===== src/rtl/spi_probe_pkg.sv =====
package spi_probe_pkg;
  typedef enum logic [1:0] {
    DEV_ADDR16 = 2'd0,
    DEV_ADDR24 = 2'd1,
    DEV_PAGED  = 2'd2,
    DEV_NONE   = 2'd3
  } dev_kind_t;

  localparam logic [7:0] READ_OP   = 8'h03;
  localparam logic [7:0] FLOAT_VAL = 8'hFF;

  // page size select from the status size field
  function automatic logic [1:0] page_of(input logic [7:0] status);
    logic [3:0] f;
    f = status[5:2];
    if (f <= 4'd4)      page_of = 2'd0;
    else if (f == 4'd5) page_of = 2'd1;
    else                page_of = 2'd2;
  endfunction
endpackage


===== src/rtl/spi_shift_engine.sv =====
module spi_shift_engine #(
  parameter int DIV_W = 8
) (
  input  logic             clk,
  input  logic             rst,
  input  logic             go,
  input  logic [7:0]       tx_byte,
  input  logic [DIV_W-1:0] div,
  input  logic             miso,
  output logic             busy,
  output logic             done,
  output logic [7:0]       rx_byte,
  output logic             sck,
  output logic             mosi
);
  logic [DIV_W-1:0] lim, cnt;
  logic [7:0]       sr;
  logic [2:0]       bitn;

  assign mosi = sr[7];

  always_ff @(posedge clk) begin
    if (rst) begin
      busy <= 1'b0; done <= 1'b0; sck <= 1'b0; sr <= '0;
      rx_byte <= '0; cnt <= '0; lim <= '0; bitn <= '0;
    end else begin
      done <= 1'b0;
      if (go && !busy) begin
        busy <= 1'b1;
        sr   <= tx_byte;
        cnt  <= '0;
        bitn <= '0;
        sck  <= 1'b0;
        lim  <= (div == '0) ? DIV_W'(1) : div;
      end else if (busy) begin
        if (cnt == lim - DIV_W'(1)) begin
          cnt <= '0;
          if (!sck) begin
            sck     <= 1'b1;
            rx_byte <= {rx_byte[6:0], miso};
          end else begin
            sck <= 1'b0;
            if (bitn == 3'd7) begin
              busy <= 1'b0;
              done <= 1'b1;
            end else begin
              bitn <= bitn + 3'd1;
              sr   <= {sr[6:0], 1'b0};
            end
          end
        end else begin
          cnt <= cnt + DIV_W'(1);
        end
      end
    end
  end

  p_sck_idle_low_r2: assert property (@(posedge clk) disable iff (rst)
    !busy |-> !sck);
  p_mosi_steady_high_r2: assert property (@(posedge clk) disable iff (rst)
    (sck && $past(sck)) |-> $stable(mosi));
  p_go_only_idle_r3: assert property (@(posedge clk) disable iff (rst)
    go |-> !busy);
endmodule


===== src/rtl/probe_seq.sv =====
module probe_seq
  import spi_probe_pkg::*;
#(
  parameter int         NBYTES    = 16,
  parameter int         DIV_W     = 8,
  parameter logic [7:0] STATUS_OP = 8'hD7
) (
  input  logic             clk,
  input  logic             rst,
  input  logic             start,
  input  logic [DIV_W-1:0] div,
  input  logic             out_ready,
  input  logic             x_busy,
  input  logic             x_done,
  input  logic [7:0]       x_rx,
  output logic             x_go,
  output logic [7:0]       x_tx,
  output logic             cs_n,
  output logic             busy,
  output logic             type_valid,
  output dev_kind_t        type_code,
  output logic [1:0]       page_sel,
  output logic [7:0]       out_data,
  output logic             out_valid
);
  localparam int LEFT_W = $clog2(NBYTES + 1);

  typedef enum logic [3:0] {
    S_IDLE, S_CMD, S_ADR, S_PROBE3, S_PROBE4, S_STREAM,
    S_GAP, S_STCMD, S_STRD, S_END
  } st_t;

  st_t              state;
  logic [DIV_W-1:0] lim, gap_cnt;
  logic             need, inflight, adr_n;
  logic [7:0]       tx_sel;
  logic [LEFT_W-1:0] left;

  always_comb begin
    lim    = (div == '0) ? DIV_W'(1) : div;
    need   = (state inside {S_CMD, S_ADR, S_PROBE3, S_PROBE4, S_STCMD, S_STRD}) ||
             (state == S_STREAM && !out_valid);
    tx_sel = (state == S_CMD) ? READ_OP : (state == S_STCMD) ? STATUS_OP : 8'h00;
  end

  always_ff @(posedge clk) begin
    if (rst) begin
      state <= S_IDLE; cs_n <= 1'b1; busy <= 1'b0; type_valid <= 1'b0;
      type_code <= DEV_NONE; page_sel <= 2'd0; out_data <= '0;
      out_valid <= 1'b0; x_go <= 1'b0; x_tx <= '0; inflight <= 1'b0;
      adr_n <= 1'b0; left <= '0; gap_cnt <= '0;
    end else begin
      x_go <= 1'b0;
      if (need && !inflight) begin
        x_go     <= 1'b1;
        x_tx     <= tx_sel;
        inflight <= 1'b1;
      end else if (x_done) begin
        inflight <= 1'b0;
      end

      case (state)
        S_IDLE: if (start) begin
          cs_n <= 1'b0; busy <= 1'b1; type_valid <= 1'b0;
          out_valid <= 1'b0; adr_n <= 1'b0; page_sel <= 2'd0;
          state <= S_CMD;
        end
        S_CMD: if (x_done) state <= S_ADR;
        S_ADR: if (x_done) begin
          if (adr_n) state <= S_PROBE3;
          adr_n <= 1'b1;
        end
        S_PROBE3: if (x_done) begin
          if (x_rx != FLOAT_VAL) begin
            type_code <= DEV_ADDR16;
            out_data  <= x_rx; out_valid <= 1'b1;
            left      <= LEFT_W'(NBYTES - 1);
            state     <= S_STREAM;
          end else state <= S_PROBE4;
        end
        S_PROBE4: if (x_done) begin
          if (x_rx != FLOAT_VAL) begin
            type_code <= DEV_ADDR24;
            out_data  <= x_rx; out_valid <= 1'b1;
            left      <= LEFT_W'(NBYTES - 1);
            state     <= S_STREAM;
          end else begin
            cs_n <= 1'b1; gap_cnt <= '0; state <= S_GAP;
          end
        end
        S_STREAM: begin
          if (out_valid) begin
            if (out_ready) begin
              out_valid <= 1'b0;
              if (left == '0) state <= S_END;
            end
          end else if (x_done) begin
            out_data  <= x_rx; out_valid <= 1'b1;
            left      <= left - LEFT_W'(1);
          end
        end
        S_GAP: begin
          if (gap_cnt == lim - DIV_W'(1)) begin
            cs_n <= 1'b0; state <= S_STCMD;
          end else gap_cnt <= gap_cnt + DIV_W'(1);
        end
        S_STCMD: if (x_done) state <= S_STRD;
        S_STRD: if (x_done) begin
          if (x_rx == FLOAT_VAL) begin
            type_code <= DEV_NONE; page_sel <= 2'd0;
          end else begin
            type_code <= DEV_PAGED; page_sel <= page_of(x_rx);
          end
          state <= S_END;
        end
        S_END: begin
          cs_n <= 1'b1; busy <= 1'b0; type_valid <= 1'b1; state <= S_IDLE;
        end
        default: state <= S_IDLE;
      endcase
    end
  end

  p_stall_holds_r7: assert property (@(posedge clk) disable iff (rst)
    (out_valid && !out_ready) |=> (out_valid && $stable(out_data)));
  p_result_after_busy_r9: assert property (@(posedge clk) disable iff (rst)
    type_valid |-> !busy);
  p_no_issue_inflight_r2: assert property (@(posedge clk) disable iff (rst)
    x_go |-> !x_busy);
endmodule


===== src/rtl/spi_addr_probe.sv =====
module spi_addr_probe
  import spi_probe_pkg::*;
#(
  parameter int         DIV_W     = 8,
  parameter int         NBYTES    = 16,
  parameter logic [7:0] STATUS_OP = 8'hD7
) (
  input  logic             clk,
  input  logic             rst,
  input  logic             start,
  input  logic [DIV_W-1:0] clk_div,
  output logic             spi_sck,
  output logic             spi_mosi,
  output logic             spi_cs_n,
  input  logic             spi_miso,
  output logic [1:0]       dev_type,
  output logic             dev_type_valid,
  output logic             busy,
  output logic [1:0]       page_sel,
  output logic [7:0]       rd_data,
  output logic             rd_valid,
  input  logic             rd_ready
);
  logic       x_go, x_busy, x_done;
  logic [7:0] x_tx, x_rx;
  dev_kind_t  kind;

  spi_shift_engine #(.DIV_W(DIV_W)) u_eng (
    .clk(clk), .rst(rst), .go(x_go), .tx_byte(x_tx), .div(clk_div),
    .miso(spi_miso), .busy(x_busy), .done(x_done), .rx_byte(x_rx),
    .sck(spi_sck), .mosi(spi_mosi)
  );

  probe_seq #(.NBYTES(NBYTES), .DIV_W(DIV_W), .STATUS_OP(STATUS_OP)) u_seq (
    .clk(clk), .rst(rst), .start(start), .div(clk_div), .out_ready(rd_ready),
    .x_busy(x_busy), .x_done(x_done), .x_rx(x_rx), .x_go(x_go), .x_tx(x_tx),
    .cs_n(spi_cs_n), .busy(busy), .type_valid(dev_type_valid),
    .type_code(kind), .page_sel(page_sel), .out_data(rd_data),
    .out_valid(rd_valid)
  );

  assign dev_type = kind;

  p_cs_gates_sck_r6: assert property (@(posedge clk) disable iff (rst)
    spi_cs_n |-> !spi_sck);
endmodule


===== config.mk =====
export PLATFORM = sky130hd
export DESIGN_NAME = spi_addr_probe
export DESIGN_NICKNAME = d
export VERILOG_FILES = /design/src/rtl/spi_probe_pkg.sv /design/src/rtl/spi_shift_engine.sv /design/src/rtl/probe_seq.sv /design/src/rtl/spi_addr_probe.sv
export SDC_FILE = /design/constraint.sdc
export NUM_CORES = 1
export LEC_CHECK = 0
export BUFFER_PORTS_ARGS = -buffer_cell sky130_fd_sc_hd__buf_2
export CORE_UTILIZATION = 45
export CTS_CLUSTER_SIZE = 20
export DETAILED_ROUTE_END_ITERATION = 8
export RECOVER_POWER = 25
export SKIP_CTS_REPAIR_TIMING = 1
export SLEW_MARGIN = 20
export SYNTH_ARGS = -nofsm -noshare
export SYNTH_HDL_FRONTEND = slang
export SYNTH_HIERARCHICAL = 1
export SYNTH_SLANG_ARGS = --single-unit

===== constraint.sdc =====
create_clock -name clk -period 3.31 [get_ports clk]
set_input_delay 0.331 -clock clk [delete_from_list [all_inputs] [get_ports clk]]
set_output_delay 0.331 -clock clk [all_outputs]
set_load 0.005 [all_outputs]

==> results.toml <==
[run_status]
outcome = "finished clean"

[yosys]
synth_area_um2 = 4200
netlist.area_leader.share_pct = 36.2
ys_types = 74
muxShareOfSynthArea_pct = 2.92
synth_compound_area_share_pct = 19.7
synth_top_cells_by_area = "dfxtp_1 (36%), a21oi_1 (6.1%), nand2_1 (5.6%)"
postSynthCellCount = 512
yosys.area_share.simple_pct = 27.9
ys_ff_latch = 76
synth.avg_cell_area_um2 = 8.20
seq_area_frac_synth_pct = 36.2
synthAdderAreaFrac_pct = 2.38
yosysWarnings = 6
synth_top_area_cell = "dfxtp_1"
ys_async_sr_fraction_pct = 0
yosys.area_share.xor_xnor_pct = 5.63
ys.flop_type = "dfxtp_1"
synth_edf_count = 0
synth_top_family_by_area = "simple AND/OR/NAND/NOR gates"

[job]
maxCapViolCount = 0

[clocking]
htreeDepth = 3
clk_latency_ps = 340
cts_tree = "done"
clk_path_buf_depth = 2
clk_pin_slew_ps = 80
cts_buffers = 9
clock-sinks = 76
cts_root_buf = "clkbuf_8"

[sta]
max_freq_mhz = 318
holdWs_ps = 257
setup_viol = 0
period_minus_slack_ps = 3140
clock_skew_ps = 13.4
period_share_pct = 94.9
hold_viol = 0
max_slew_margin_pct = 37.5
maxSlewViolCount = 0
rsz0062_at_grt = "no"
worst_pin_slew_ps = 937
tns_ps = 0

[worst_setup_path]
cp-end-kind = "flip-flop"
crit_type = "reg -> reg"
required_ps = 3590
start_kind = "flip-flop"
arrival_ps = 3420
regToRegSetupSlack_ps = 170
crit_end = "u_eng/bitn[0]"
crit_start = "u_eng/lim[0]"
ff2ff_path_depth = 8
r2r-start = "u_eng/lim[0]"
regToRegEndpoint = "u_eng/bitn[0]"
crit_fanout = 11

[placed_design]
place_inst = 623
dpl.hpwl_mm = 6.33
globalplace.congestion = 0.810
io_buffers = 30

[global_route]
antenna_found_initial = 0
grt_pass1_vias = 3260
busiest_layer = "met2"
grtUsageMet3_pct = 4.75
grt_max_degree = 34
grt_pass1_wl_mm = 15.3
grt_util_all_layers_pct = 19.2
overflow = 0
grt_use_met1_pct = 26.1
use_met2_pct = 30.4

[finish]
area_growth_pct = 7.98
diodes = 0
nets = 547
fin_cells = 639
finish.utilization_pct = 51.0
drive_gt1_share_pct = 13.0

[routing]
finalWirelength_mm = 9.09
drc = 0
ant_nets = 0
vias = 3598
post_drt_wl_per_cell_um = 14.2
drt_iter0_drc = 152
vias_per_cell = 5.63
drtPass1Iterations = 4

[power]
p_clk_share_pct = 27.3
power_density_nw_per_um2 = 560
intPower_mw = 1.67
total_power_mw = 2.54
pwr-share-seq_pct = 43.4
total_leakage_power_nw = 1.67
ir_worst_vdd_mv = 0.377
power.switching_mw = 0.870
swShare_pct = 34.3
p_comb_share_pct = 29.4

[die]
die_h_um = 98.6
io_pins = 31
coreArea_um2 = 8890
initial_core_util_pct = 47.2
die_area_um2 = 9720
rows = 34
dieWidth_um = 98.6

[hold_path]
hold_path_class = "in -> reg"
-- cell usage in the layout, fill, tap and decap left out, types with 4 or more instances in the layout --
cell / count
nor2_1: 58
inv_1: 13
dfxtp_1: 76
mux2i_1: 10
nand4_1: 8
nand2b_1: 9
ha_1: 8
clkbuf_1: 10
o31ai_1: 4
o21ai_0: 13
a211oi_1: 4
or3_1: 5
buf_2: 20
xnor2_1: 16
a2111oi_2: 6
nor4_1: 7
nand2_1: 63
o21a_1: 4
clkbuf_8: 9
nor2b_1: 6
xor2_1: 11
nand3b_1: 9
a31oi_1: 4
nand3_1: 12
buf_4: 4
a21oi_1: 51
nor3_1: 17
and3_1: 6
-- kinds of logic after synthesis --
family / after synthesis
buffers and inverters: 46
other: 1
AO/OA/AOI/OAI: 117
adder cells (fa/ha/maj): 8
AND/OR/NAND/NOR: 225
multiplexers: 12
flip-flops: 76
XOR/XNOR: 27
-- per-layer routing --
layer,routed length (um),vias up
met1,4620,1696
met5,0,-
met4,58,0
met3,246,4
li1,-,1854
met2,4160,44
-- worst max-delay path: stages, from the launching register on --
cell,delay (ps)
dfxtp_1,350
inv_1,90
ha_1,180
or3b_4,400
or4_4,440
a2111oi_4,470
o2111ai_1,530
or3_1,490
a21oi_1,140
-- through the flow --
| step | worst slack (ps) | instance area (um2) |
|---|---|---|
| finish | 168 | 4540 |
| global route | 1.17 | 4540 |
| floorplan | 676 | 4200 |
| detailed placement | 226 | 4360 |
| CTS | 188 | 4550 |
| global placement | 348 | 4360 |
-- power groups by stage --
stage / Sequential [mW] / Combinational, mW / Clock, mW
after detailed placement: 1.12 / 0.738 / 0
after global routing: 1.12 / 0.825 / 0.765
after CTS: 1.10 / 0.743 / 0.720
after floorplan: 1.07 / 0.637 / 0
after global placement: 1.12 / 0.732 / 0
final: 1.10 / 0.745 / 0.693
-- worst min path at each step --
stage	start	endpoint	cells past startpoint
after global placement	u_seq/out_data[5]	u_seq/out_data[5]	2
after floorplan	rst	u_seq/state[1]	1
after CTS	spi_miso	u_eng/rx_byte[0]	3
final	spi_miso	u_eng/rx_byte[0]	3
after global routing	spi_miso	u_eng/rx_byte[0]	3
after detailed placement	u_seq/out_data[5]	u_seq/out_data[5]	2
-- flip-flops by register name, indices dropped and copies added, names as in the netlist, 2 cells and up --
signal,cells
u_seq/type_code,2
u_seq/x_tx,2
u_eng/lim,8
u_seq/state,4
u_eng/sr,8
u_seq/page_sel,2
u_eng/bitn,3
u_seq/left,5
u_seq/out_data,8
u_eng/rx_byte,8
u_eng/cnt,8
u_seq/gap_cnt,8
-- area by class of cell --
type / instances / area [um2]
multi-input cells: 391 / 2470
fillers: 904 / 4360
well taps: 108 / 135
clock buffers: 10 / 128
clock inverters: 6 / 62.6
repair buffers: 34 / 168
inverters: 14 / 52.6
flip-flops and latches: 76 / 1520
-- synth_stat cells (9+ instances only) --
master,n
mux2i_1,10
nand2b_1,9
o21ai_0,13
nor3_1,17
nand3b_1,9
xnor2_1,16
inv_1,13
a21oi_1,51
clkbuf_1,17
nand2_1,63
dfxtp_1,76
nor2_1,58
nand3_1,12
xor2_1,11
Note: power is estimated with default switching activity, not from simulation.
